==> src/rtl/lvi_pkg.sv <==
package lvi_pkg;
    localparam int RAILS = 2;
    localparam int RAIL_MAIN = 0;
    localparam int RAIL_REG = 1;

    typedef enum logic [1:0] {
        ST_RUN     = 2'd0,
        ST_TRIP    = 2'd1,
        ST_STRETCH = 2'd2
    } lvi_state_e;
endpackage

==> src/rtl/lvi_sync.sv <==
module lvi_sync #(
    parameter int WIDTH  = 2,
    parameter int STAGES = 2
) (
    input  logic             clk,
    input  logic             rst_n,
    input  logic [WIDTH-1:0] d_async,
    output logic [WIDTH-1:0] q_sync
);
    logic [WIDTH-1:0] stage_q [STAGES];

    always_ff @(posedge clk or negedge rst_n) begin
        if (!rst_n) begin
            for (int i = 0; i < STAGES; i++) stage_q[i] <= '0;
        end else begin
            stage_q[0] <= d_async;
            for (int i = 1; i < STAGES; i++) stage_q[i] <= stage_q[i-1];
        end
    end

    assign q_sync = stage_q[STAGES-1];
endmodule

==> src/rtl/lvi_qual.sv <==
module lvi_qual
    import lvi_pkg::*;
(
    input  logic [RAILS-1:0] low_sync,
    input  logic [RAILS-1:0] rail_off,
    input  logic             stop_active,
    input  logic             stop_keep,
    output logic             low_any
);
    logic             pwr_down;
    logic [RAILS-1:0] rail_live;

    assign pwr_down = stop_active & ~stop_keep;

    for (genvar r = 0; r < RAILS; r++) begin : g_rail
        assign rail_live[r] = low_sync[r] & ~rail_off[r] & ~pwr_down;
    end

    assign low_any = |rail_live;
endmodule

==> src/rtl/lvi_seq.sv <==
module lvi_seq
    import lvi_pkg::*;
#(
    parameter int STRETCH_CYC = 16
) (
    input  logic clk,
    input  logic rst_n,
    input  logic low_any,
    input  logic rst_block,
    input  logic clr_src,
    output logic rst_req,
    output logic rst_pin_n,
    output logic src_lvi
);
    localparam int CW = (STRETCH_CYC < 2) ? 1 : $clog2(STRETCH_CYC);
    localparam logic [CW-1:0] CNT_LAST = CW'(STRETCH_CYC - 1);

    lvi_state_e state_q, state_d;
    logic [CW-1:0] cnt_q;
    logic trip_start;

    assign trip_start = (state_q == ST_RUN) && low_any && !rst_block;

    // state register
    always_ff @(posedge clk or negedge rst_n) begin
        if (!rst_n) state_q <= ST_TRIP;
        else        state_q <= state_d;
    end

    always_comb begin
        state_d = state_q;
        unique case (state_q)
            ST_RUN:     if (trip_start) state_d = ST_TRIP;
            ST_TRIP:    if (!low_any) state_d = ST_STRETCH;
            ST_STRETCH: begin
                if (low_any)                state_d = ST_TRIP;
                else if (cnt_q == CNT_LAST) state_d = ST_RUN;
            end
            default:    state_d = ST_TRIP;
        endcase
    end

    always_ff @(posedge clk or negedge rst_n) begin
        if (!rst_n)                     cnt_q <= '0;
        else if (state_q == ST_STRETCH) cnt_q <= cnt_q + 1'b1;
        else                            cnt_q <= '0;
    end

    always_ff @(posedge clk or negedge rst_n) begin
        if (!rst_n)          src_lvi <= 1'b0;
        else if (trip_start) src_lvi <= 1'b1;
        else if (clr_src)    src_lvi <= 1'b0;
    end

    // outputs
    always_comb begin
        unique case (state_q)
            ST_RUN:  begin rst_req = 1'b0; rst_pin_n = 1'b1; end
            default: begin rst_req = 1'b1; rst_pin_n = 1'b0; end
        endcase
    end
endmodule

==> src/rtl/lvi_reset_ctrl.sv <==
module lvi_reset_ctrl
    import lvi_pkg::*;
#(
    parameter int STRETCH_CYC = 16,
    parameter int SYNC_STAGES = 2
) (
    input  logic clk,
    input  logic rst_n,
    input  logic main_low_in,
    input  logic reg_low_in,
    input  logic cfg_main_off,
    input  logic cfg_reg_off,
    input  logic cfg_rst_block,
    input  logic cfg_stop_keep,
    input  logic stop_active,
    input  logic clr_src,
    output logic low_flag,
    output logic rst_req,
    output logic rst_pin_n,
    output logic src_lvi
);
    logic [RAILS-1:0] low_raw, low_sync, rail_off;

    assign low_raw[RAIL_MAIN]  = main_low_in;
    assign low_raw[RAIL_REG]   = reg_low_in;
    assign rail_off[RAIL_MAIN] = cfg_main_off;
    assign rail_off[RAIL_REG]  = cfg_reg_off;

    lvi_sync #(.WIDTH(RAILS), .STAGES(SYNC_STAGES)) u_sync (
        .clk     (clk),
        .rst_n   (rst_n),
        .d_async (low_raw),
        .q_sync  (low_sync)
    );

    lvi_qual u_qual (
        .low_sync    (low_sync),
        .rail_off    (rail_off),
        .stop_active (stop_active),
        .stop_keep   (cfg_stop_keep),
        .low_any     (low_flag)
    );

    lvi_seq #(.STRETCH_CYC(STRETCH_CYC)) u_seq (
        .clk       (clk),
        .rst_n     (rst_n),
        .low_any   (low_flag),
        .rst_block (cfg_rst_block),
        .clr_src   (clr_src),
        .rst_req   (rst_req),
        .rst_pin_n (rst_pin_n),
        .src_lvi   (src_lvi)
    );
endmodule

==> config.mk <==
export PLATFORM = sky130hd
export DESIGN_NAME = lvi_reset_ctrl
export DESIGN_NICKNAME = d
export VERILOG_FILES = /design/src/rtl/lvi_pkg.sv /design/src/rtl/lvi_sync.sv /design/src/rtl/lvi_qual.sv /design/src/rtl/lvi_seq.sv /design/src/rtl/lvi_reset_ctrl.sv
export SDC_FILE = /design/constraint.sdc
export NUM_CORES = 1
export LEC_CHECK = 0
export ABC_AREA = 1
export BUFFER_PORTS_ARGS = -buffer_cell sky130_fd_sc_hd__buf_2
export CORE_MARGIN = 4
export CORE_UTILIZATION = 30
export DETAILED_ROUTE_END_ITERATION = 12
export HOLD_SLACK_MARGIN = 0.02
export PLACE_DENSITY = 0.61
export SLEW_MARGIN = 20
export SYNTH_ARGS = -nofsm -noshare
export SYNTH_HDL_FRONTEND = slang
export SYNTH_SLANG_ARGS = --single-unit
==> constraint.sdc <==
create_clock -name clk -period 1.85 [get_ports clk]
set_input_delay 0.4625 -clock clk [delete_from_list [all_inputs] [get_ports clk]]
set_output_delay 0.4625 -clock clk [all_outputs]
set_load 0.03 [all_outputs]
# Yosys cells after proc, flatten, opt, wreduce, memory -nomap -nowiden
# Index checks and enable logic that the tools add are counted.
# classes
addsub	1
n_eq_ne	6
n_mux	10
n_bitwise	9
reduce_logical	7
# op_table
operator	count
$mux W2	4
$pmux W2 S3	1
$and A1 B1 Y1	5
$add A4 B1 Y4 const B	1
$eq A4 B4 Y1 const B	1
$mux W1	4
$mux W4	1
$not A1 Y1	4
$ne A3 B1 Y1 const B	1
$reduce_and A3 Y1	1
$eq A2 B1 Y1 const B	1
$eq A2 B2 Y1 const B	1
$logic_and A1 B1 Y1	2
$logic_not A2 Y1	1
$ne A2 B1 Y1 const B	1
$ne A2 B2 Y1 const B	1
$reduce_bool A2 Y1	1
$reduce_or A2 Y1	1
$logic_not A1 Y1	1
# word_totals
regBits	11
out_inout_bits	4
wordCells	38

# Depth between registers and ports, before layout
# Gate-level depths: netlist of run 1.
# depth
ltp_word	9
depth_mapped	7
depth_no_buf	7

# Cells and area by module
# Synthesis of run 1 repeated with hierarchy kept, for this count alone.
# hier_totals
cells_unflattened	53
hier_area_um2	485.5
# by_module_without_submodules
module	instances	cells_each	area_per_inst_um2	seq_area_each_um2
lvi_seq	1	38	331.6	176.4
lvi_sync	1	6	115.1	100.1
lvi_qual	1	9	38.8	0.0

# Worst setup path before layout of run 1
# No wires, ideal clock.
# synth_timing
path_type	register to output
from	reg u_seq.state_q[0]
to	out rst_pin_n
arrival_ns	0.947
t_required_ns	1.387
slack_ns	0.441
path_stages_with_launch	4
cell_sequence	dfstp_2 -> inv_1 -> nand2_2 -> inv_1
# synth_between
elab_chain_len	2
# synth_lines
element	line	rtl
start, declared	lvi_seq.sv:18	lvi_state_e state_q, state_d;
start signal, assigned	lvi_seq.sv:27	else state_q <= state_d;
$logic_not A2 Y1	lvi_seq.sv:57	unique case (state_q)
$mux W1	lvi_seq.sv:57	
end, declared	lvi_reset_ctrl.sv:19	output logic rst_pin_n,
# Every way passes these cells.

# Final worst setup path of run 1
# Ends and elaborated chain as after synthesis.

==> results.md, run 1 <==
- Area leader, netlist: dfrtp_1
- Fmax: 602.2 MHz
- Endpoints failing hold: 0
- Crit path kind: reg -> out
- Critical path peak fanout: 5
- First-pass DRT Iterations: 2
- Slew headroom: 0.8304
- Gr ovfl total: 0
- Post-synthesis sequential area ratio: 0.5862
- Clk_skew: roughly 0.011 ns
- Yosys reg bits: 11
- # rows: 14
- Die W: roughly 48 um
- CP required: 1.39 ns
- Slew Limit Fails: 0
- Cell Area, Synth: approximately 470 sq um
- First DRT Iteration DRCs: 1
- Syn Area/Cell: 9.249 sq um
- Final Cycle Share: 0.8976
- Syn Inst Count: slightly above 50
- Path depth of the worst reg2reg path: 5
- WL final: 813 um
- Post-DP HPWL: 646.2 um
- Least-Margin Pin Slew: roughly 0.25 ns
- CP arrival: ~1.2 ns
- Area grow syn2layout: 23.61%
- Top FF cell, synth: dfrtp_1
- H-tree depth: 1
- CTS Sinks: 11
- Clock-pin slew on the worst setup and hold paths: 0.08 ns
- Hold buffer count at CTS: 0
- PortBufs: 13
- Die area: 2271 sq um
- Clk Tree Root Cell: clkbuf_4
- Crit path launch type: flop
- Num CTS Buffers: 3
- Most frequent cells after synthesis: dfrtp_1, nand2_1, inv_1
- Worst Hold Class: in -> async
- GP Congestion: roughly 0.7
- Leak: 0.0003238 uW
- YS warnings: 0
- Vias in the first global route: 317
- Initial antenna violation count: 0
- DRC: 0
- Setup Buffers After CTS: 0
- GRT Util Overall: 0.08790
- Setup TNS Final: 0 ns
- Pin count of the biggest net entering global routing: 12
- CORE AREA: about 1500 sq um
- Longest Clk Path Bufs: 2
- CTS resizes: 0
- Syn nets: between 60 and 70
- Worst vdd ir: between 0.0004 and 0.0005 V
- Via Count: 369
- WL per Instance: about 9.7 um
- Pwr Density: 1318 nW/um^2
- Number of synthesized flops with an enable pin: 0
- Max-cap violation count: 0
- Setup violations, final: 0
- Num ports: 14
- # nets final: 80
- Final worst setup slack: 0.1894 ns
- Top cells by area, synth: dfrtp_1, nand2_1, nand3_1
- Diode count: 0
- Share of the synthesized area in the top cell type: 0.5305
- CTS tree: done
- Critical path capture point type: output port
- Die Y: 47.65 um
- Worst-Skew Late Latency: 0.27 ns
- FF-to-FF End: u_seq.state_q[0]
- Ys async rst share: 1.000
- First-pass GRT wire length: 1276 um
- Setup slack, reg-to-reg: 0.82 ns
- Final hold slack: between 0.04 and 0.05 ns
- Distinct cell type count after synthesis: 14
- Final ANT Viol Nets: 0
- RSZ-0062 raised after global routing: no
- R2R Path Start: u_seq.cnt_q[0]
- Dpl ws: 0.2822 ns
- Layout cell share with drive strength beyond 1: 0.3529
- Status: finished, final reports clean
- Initial Utilization: 0.3168
- Vias per cell: 4.393
- Fin crit period: 1.661 ns
==> critical path, cell delays in order, from the launching register on <==
cell,delay [ns]
dfstp_2,0.58
inv_1,0.06
nand2_2,0.07
inv_1,0.05
buf_2,0.17
==> cell usage in the layout, fill, tap and decap left out <==
master / n
buf_2: 13
dfrtp_1: 10
dfstp_2: 1
inv_2: 2
nand2_1: 10
clkbuf_1: 1
clkbuf_4: 3
nand3_2: 1
o21ai_1: 1
inv_1: 8
ha_1: 1
nor2_1: 4
nand3_1: 7
nand2_2: 2
nor2_2: 2
xor2_1: 1
xnor2_1: 1
==> registers in the layout, summed over array words and instances (netlist names) <==
signal	flops
u_sync.stage_q	2
u_seq.cnt_q	4
u_sync.q_sync	2
u_seq.state_q	2
u_seq.src_lvi	1
==> cell families after synthesis <==
| logic type | Yosys count | synth area share |
|---|---|---|
| and+or+nand+nor | 26 | 0.2599 |
| DFF | 11 | 0.5862 |
| buffers and inverters | 10 | 0.07958 |
| xor gates and xnor gates | 2 | 0.03714 |
| AOI/OAI and AO/OA | 1 | 0.01060 |
| adders and majority gates | 1 | 0.02652 |
==> per-layer routing <==
| metal | track usage | routed length, um | vias up |
|---|---|---|---|
| met1 | 0.1021 | 353 | 167 |
| met4 | 0.06452 | 5 | 0 |
| met3 | 0.03383 | 62 | 2 |
| met2 | 0.1310 | 392 | 12 |
| met5 | 0 | 0 | - |
| li1 | - | - | 188 |
==> how the worst max path moves through the flow <==
stage	startpoint	end	slack, ns	depth (start not counted)
final	u_seq.state_q[0]	rst_pin_n	0.19	4
after global routing	u_seq.state_q[0]	rst_pin_n	0.13	4
after CTS	u_seq.state_q[0]	rst_pin_n	0.18	4
after detailed placement	cfg_main_off	low_flag	0.28	7
after global placement	cfg_main_off	low_flag	0.30	7
after floorplan	u_seq.state_q[0]	rst_pin_n	0.44	3
==> power breakdown <==
part	switching [uW]	internal, uW	leakage (uW)
clock	79.3	83.3	0.0000150
sequential	31.3	292	0.000138
combinational	194	89.2	0.000170
==> layout make-up <==
class | count | area, sq um
Clock buffer | 4 | 26.28
Timing Repair Buffer | 13 | 65.06
Multi-Input combinational cell | 30 | 157.7
Tap cell | 16 | 20.02
Sequential cell | 11 | 276.5
Inverter | 10 | 37.54
Fill cell | 159 | 905.9
==> through the flow <==
step / util / total power, uW / cells / instance area (sq um)
after floorplan: - / 539.1 / 51 / 471.7
after global placement: 0.3740 / 608.4 / 80 / 556.8
after detailed placement: 0.3740 / 615.0 / 80 / 556.8
after CTS: 0.3916 / 779.8 / 84 / 583.1
after global routing: 0.3916 / 835.0 / 84 / 583.1
final: 0.3916 / 768.3 / 84 / 583.1
No activity file was read; power rests on OpenSTA's default activity.
==> run 2, diff against run 1 <==
--- a/config.mk
+++ b/config.mk
@@ -11,7 +11,7 @@
 export CORE_UTILIZATION = 30
 export DETAILED_ROUTE_END_ITERATION = 12
 export HOLD_SLACK_MARGIN = 0.02
-export PLACE_DENSITY = 0.61
+export SETUP_SLACK_MARGIN = 0.4
 export SLEW_MARGIN = 20
 export SYNTH_ARGS = -nofsm -noshare
 export SYNTH_HDL_FRONTEND = slang
==> results.md, run 2 (same netlist as run 1, synthesis figures left out) <==
- Worst Path Buf+Inv: 3 (unchanged)
- Status: finished, final reports clean (unchanged)
- Vias in the first global route: 366 (was 317)
- Crit path depth: 4 (unchanged)
- Num CTS Buffers: 3 (unchanged)
- Die area: 2271 sq um (unchanged)
- CORE AREA: 1489 sq um (unchanged)
- Fmax: 653.3 MHz (was 602.2 MHz)
- CTS tree: done (unchanged)
- GP Congestion: 0.7224 (was 0.6980)
- GRT Util Overall: 0.09435 (was 0.08790)
- Initial antenna violation count: 0 (unchanged)
- Pwr Density: 1371 nW/um^2 (was 1318 nW/um^2)
- Met1 Usage GRT: 0.09836 (was 0.1021)
- Post-DP HPWL: 588.9 um (was 646.2 um)
- Fin crit period: 1.531 ns (was 1.661 ns)
- Cell chain of the critical path: inv_2, nand2_4, inv_2, buf_6 (was inv_1, nand2_2, inv_1, buf_2)
- Final Cycle Share: 0.8274 (was 0.8976)
- Placed instance count: 80 (unchanged)
- Clk Tree Root Cell: clkbuf_4 (unchanged)
- CP required: 1.39 ns (about the same)
- Die W: 47.65 um (unchanged)
- Layout Utilization: 0.4429 (was 0.3916)
- Fill cells: 157 (was 159)
- Endpoints failing hold: 0 (unchanged)
- PortBufs: 13 (unchanged)
- Leak: 0.0003639 uW (was 0.0003238 uW)
- Setup TNS Final: 0 ns (unchanged)
- H-tree depth: 1 (unchanged)
- Path depth of the worst reg2reg path: 9 (was 5)
- CP most frequent cell: inv_2 (was inv_1)
- Layout cell share with drive strength beyond 1: 0.4800 (was 0.3529)
- Final ANT Viol Nets: 0 (unchanged)
- Slew headroom: 0.8419 (was 0.8304)
- Longest Clk Path Bufs: 2 (unchanged)
- Clock-pin slew on the worst setup and hold paths: 0.07 ns (was 0.08 ns)
- Die Y: 47.65 um (unchanged)
- First DRT Iteration DRCs: 1 (unchanged)
- Worst path max stage delay: 0.54 ns (was 0.58 ns)
- Slowest CP cell: dfstp_2 (unchanged)
- Via Count: 395 (was 369)
- Worst-Skew Late Latency: 0.26 ns (was 0.27 ns)
- # nets final: 87 (was 80)
- Largest register FFs: 4 (unchanged)
- Non-filler cells in the finished layout: 91 (was 84)
- # rows: 14 (unchanged)
- Area grow syn2layout: 39.79% (was 23.61%)
- Max-cap violation count: 0 (unchanged)
- Least-Margin Pin Slew: 0.2371 ns (was 0.2545 ns)
- Num ports: 14 (unchanged)
- Initial Utilization: 0.3168 (unchanged)
- RSZ-0062 raised after global routing: yes (was no)
- First-pass DRT Iterations: 2 (unchanged)
- DRC: 0 (unchanged)
- Critical path peak fanout: 3 (was 5)
- WL final: 867 um (was 813 um)
- Clk_skew: 0.001600 ns (was 0.01064 ns)
- Leading cell types in the layout, fill and taps excluded: buf_2, dfrtp_1, nand2_1, buf_4, nand3_1 (was buf_2, nand2_1, dfrtp_1, inv_1, nand3_1)
- Setup violations, final: 0 (unchanged)
- Top Usage Layer GRT: met2 (unchanged)
- Met3 Track Usage GR: 0.02256 (was 0.03383)
- Critical path capture point type: output port (unchanged)
- Grt met2 use: 0.1444 (was 0.1310)
- Gr ovfl total: 0 (unchanged)
- First-pass GRT wire length: 1386 um (was 1276 um)
- Slew Limit Fails: 0 (unchanged)
- Diode count: 0 (unchanged)
- Crit path launch type: flop (unchanged)
- Pin count of the biggest net entering global routing: 12 (unchanged)
- Vias per cell: 4.341 (was 4.393)
- Total power: 903.7 uW (was 768.3 uW)
- WL per Instance: 9.527 um (was 9.679 um)
- Crit path kind: reg -> out (unchanged)
- CP arrival: 1.07 ns (was 1.20 ns)
- Top delay family on crit path: flip-flops (unchanged)
- Worst vdd ir: 0.0006328 V (was 0.0004844 V)
- Worst Hold Class: in -> async (unchanged)
- CTS Sinks: 11 (unchanged)
- Largest register by flop count: u_seq.cnt_q (unchanged)
-- run 2: cell types whose count changed in the layout (fill, tap and decap cells not counted) --
cell	change
buf_2	-3
buf_4	+8
buf_6	+2
clkbuf_1	-1
clkinv_2	+1
inv_1	-3
inv_2	+3
nand2_1	-1
nand2_4	+1
-- run 2: final timing paths --
path,from,endpoint,slack [ns]
max,u_seq.state_q[0],rst_pin_n,0.32
min,rst_n,u_sync.stage_q[3],0.05
max reg2reg,u_seq.state_q[1],u_seq.state_q[0],0.59
min reg2reg,u_sync.stage_q[3],u_sync.q_sync[1],0.35
max in group asynchronous,rst_n,u_seq.state_q[0],1.54
min in group clk,main_low_in,u_sync.stage_q[2],0.30
-- run 2: per-layer routing --
layer | share of wire | up-vias
met3 | 0.065 | 4
met1 | 0.41 | 177
met5 | 0 | -
met4 | 0.022 | 0
li1 | - | 204
met2 | 0.50 | 10
-- run 2: what timing repair did --
item,4_1_cts,5_1_grt
pin swaps,2,3
endpoints found under the setup margin,3,3
hold buffers,0,0
cloned,0,0
setup buffers,4,3
gates resized for setup,9,1
-- run 2: per-stage QoR --
stage | hold slack, ns | instance area, sq um | worst slack [ns]
floorplan | 0.1669 | 471.7 | 0.4410
global placement | 0.3347 | 556.8 | 0.2970
detailed placement | 0.3347 | 556.8 | 0.2864
CTS | 0.04737 | 631.9 | 0.2974
global route | 0.04912 | 659.4 | 0.2633
finish | 0.04931 | 659.4 | 0.3193
-- run 2: area by class of cell --
class | instances | area [sq um] | area share
Clock buffer | 3 | 22.52 | 0.03416
Clock inverter | 1 | 5.005 | 0.007590
Inverter | 10 | 37.54 | 0.05693
Multi-Input combinational cell | 30 | 165.2 | 0.2505
Sequential cell | 11 | 276.5 | 0.4194
Tap cell | 16 | 20.02 | 0.03036
Timing Repair Buffer | 20 | 132.6 | 0.2011
-- run 2: report_power, final --
part	internal [uW]	leakage, uW	switching, uW
sequential	291	0.000138	23.2
clock	79.9	0.0000177	76.9
combinational	186	0.000208	247
total	557	0.000364	347
==> run 3, diff against run 2 <==
==> constraint.sdc (replaced) <==
create_clock -name clk -period 1.43 [get_ports clk]
set_input_delay 0.3575 -clock clk [delete_from_list [all_inputs] [get_ports clk]]
set_output_delay 0.3575 -clock clk [all_outputs]
set_load 0.03 [all_outputs]
==> results.md, run 3 (same netlist as run 1, synthesis figures left out) <==
- Layout cell share with drive strength beyond 1: 0.6203 (was 0.4800)
- Die area: 2271 sq um (unchanged)
- Longest Clk Path Bufs: 2 (unchanged)
- Diode count: 0 (unchanged)
- Min-delay src: main_low_in
- Status: finished with violations (was finished, final reports clean)
- Vias in the first global route: 394 (was 366)
- RSZ-0062 raised after global routing: yes (unchanged)
- Clk Tree Root Cell: clkbuf_4 (unchanged)
- Leading cell types in the layout, fill and taps excluded: buf_2, dfrtp_1, buf_6, nand2_1, buf_4 (was buf_2, dfrtp_1, nand2_1, buf_4, nand3_1)
- DRC: 0 (unchanged)
- Crit path launch type: flop (unchanged)
- CTS Sinks: 11 (unchanged)
- Setup TNS Final: -0.08313 ns (was 0 ns)
- CP required: 1.07 ns (was 1.39 ns)
- Path depth of the worst reg2reg path: 8 (was 9)
- First DRT Iteration DRCs: 3 (was 1)
- Post-DP HPWL: 618.6 um (was 588.9 um)
- First-pass GRT wire length: 1449 um (was 1386 um)
- Least-Margin Pin Slew: 0.2286 ns (was 0.2371 ns)
- Worst vdd ir: 0.0006528 V (was 0.0006328 V)
- WL final: 955 um (was 867 um)
- Worst Hold Class: in -> reg (was in -> async)
- Fin crit period: 1.484 ns
- Initial antenna violation count: 0 (unchanged)
- Worst setup path start: u_seq.state_q[0] (unchanged)
- WL per Instance: 10.05 um (was 9.527 um)
- Slew headroom: 0.8476 (was 0.8419)
- CTS tree: done (unchanged)
- Die W: 47.65 um (unchanged)
- Setup violations, final: 2 (was 0)
- Final ANT Viol Nets: 0 (unchanged)
- Num CTS Buffers: 3 (unchanged)
- Fmax: 673.7 MHz
- Dpl ws: 0.08488 ns (was 0.2864 ns)
- Crit path kind: reg -> out (unchanged)
- CP arrival: 1.13 ns (was 1.07 ns)
- Leak: 0.0003962 uW (was 0.0003639 uW)
- Gr ovfl total: 0 (unchanged)
- Final worst setup slack: -0.05431 ns (was 0.3193 ns)
- Endpoints failing hold: 0 (unchanged)
- Num ports: 14 (unchanged)
- Pin count of the biggest net entering global routing: 12 (unchanged)
- Hold EP: u_sync.stage_q[2]
- H-tree depth: 1 (unchanged)
- Initial Utilization: 0.3168 (unchanged)
- Fill cells: 141 (was 157)
- Hold Path Depth: 1
- R2R Path Start: u_seq.state_q[0] (was u_seq.state_q[1])
- # nets final: 91 (was 87)
- CORE AREA: 1489 sq um (unchanged)
- Critical path peak fanout: 3 (unchanged)
- Final Cycle Share: 1.038
- Pwr Density: 1795 nW/um^2 (was 1371 nW/um^2)
- Final hold slack: 0.1936 ns (was 0.04931 ns)
- Failing checks: setup timing
- FF-to-FF End: u_seq.state_q[0] (unchanged)
- First-pass DRT Iterations: 2 (unchanged)
- Layout Utilization: 0.5210 (was 0.4429)
- GP Congestion: 0.7614 (was 0.7224)
- Slew Limit Fails: 0 (unchanged)
- Non-filler cells in the finished layout: 95 (was 91)
- Largest register FFs: 4 (unchanged)
- GRT Util Overall: 0.09869 (was 0.09435)
- Max-cap violation count: 0 (unchanged)
- Setup slack, reg-to-reg: 0.24 ns (was 0.59 ns)
- Critical path capture point type: output port (unchanged)
- PortBufs: 13 (unchanged)
- Clock-pin slew on the worst setup and hold paths: 0.07 ns (about the same)
- Placed instance count: 80 (unchanged)
- # rows: 14 (unchanged)
- Worst-Skew Late Latency: 0.26 ns (about the same)
- Vias per cell: 4.179 (was 4.341)
- Area grow syn2layout: 64.46% (was 39.79%)
- Die Y: 47.65 um (unchanged)
- Via Count: 397 (was 395)
- Clk_skew: 0.002465 ns (was 0.001600 ns)
- Largest register by flop count: u_seq.cnt_q (unchanged)
run 3: cell types whose count changed in the layout (fill, tap and decap cells not counted), moves of 3 or more:
cell     change
buf_6        +5
nand2_1      -3
nand3_1      -3
nand3_2      +3
run 3: layout make-up:
cell class / instances / area, sq um / area share
sequential: 11 / 276.5 / 0.3565
multi-input combinational: 30 / 214.0 / 0.2758
timing repair buffer: 24 / 183.9 / 0.2371
inverter: 10 / 53.80 / 0.06935
tap: 16 / 20.02 / 0.02581
clock inverter: 1 / 5.005 / 0.006452
clock buffer: 3 / 22.52 / 0.02903
run 3: through the flow:
stage	power, uW	instance area, sq um
2_1_floorplan	736.9	500.5
3_3_place_gp	834.5	585.6
3_5_place_dp	838.9	585.6
4_1_cts	1259	715.7
5_1_grt	1491	775.7
6_report	1393	775.7
run 3: how the worst max path moves through the flow:
stage	end	slack, ns	cells past startpoint
2_1_floorplan	rst_pin_n	0.15	3
3_5_place_dp	low_flag	0.08	7
6_report	rst_pin_n	-0.05	4
4_1_cts	rst_pin_n	-0.07	4
3_3_place_gp	low_flag	0.1	7
5_1_grt	rst_pin_n	-0.10	4
run 3: timing repair:
item,CTS,global route
endpoints found under the hold margin,10,0
pin swaps,6,1
hold buffers,1,0
resized for setup,11,9
buffers inserted,7,3
endpoints found under the setup margin,5,11
run 3: critical path, stage by stage (launching register included):
cell and delay, ns:
dfstp_2 0.54, inv_2 0.04, nand2_4 0.06, clkinvlp_4 0.08, buf_6 0.14
run 3: power by group:
part / total, uW / switching, uW / internal (uW)
registers: 410 / 33.8 / 377
clock network: 204 / 100 / 103
logic: 778 / 394 / 385
total: 1390 / 528 / 865
run 3: metal layers:
| metal | global-route usage | vias up | part of all wire |
|---|---|---|---|
| met1 | 0.09281 | 180 | 0.43 |
| li1 | - | 208 | - |
| met5 | 0 | - | 0 |
| met4 | 0.09677 | 0 | 0.0052 |
| met3 | 0.02256 | 2 | 0.043 |
| met2 | 0.1711 | 7 | 0.52 |
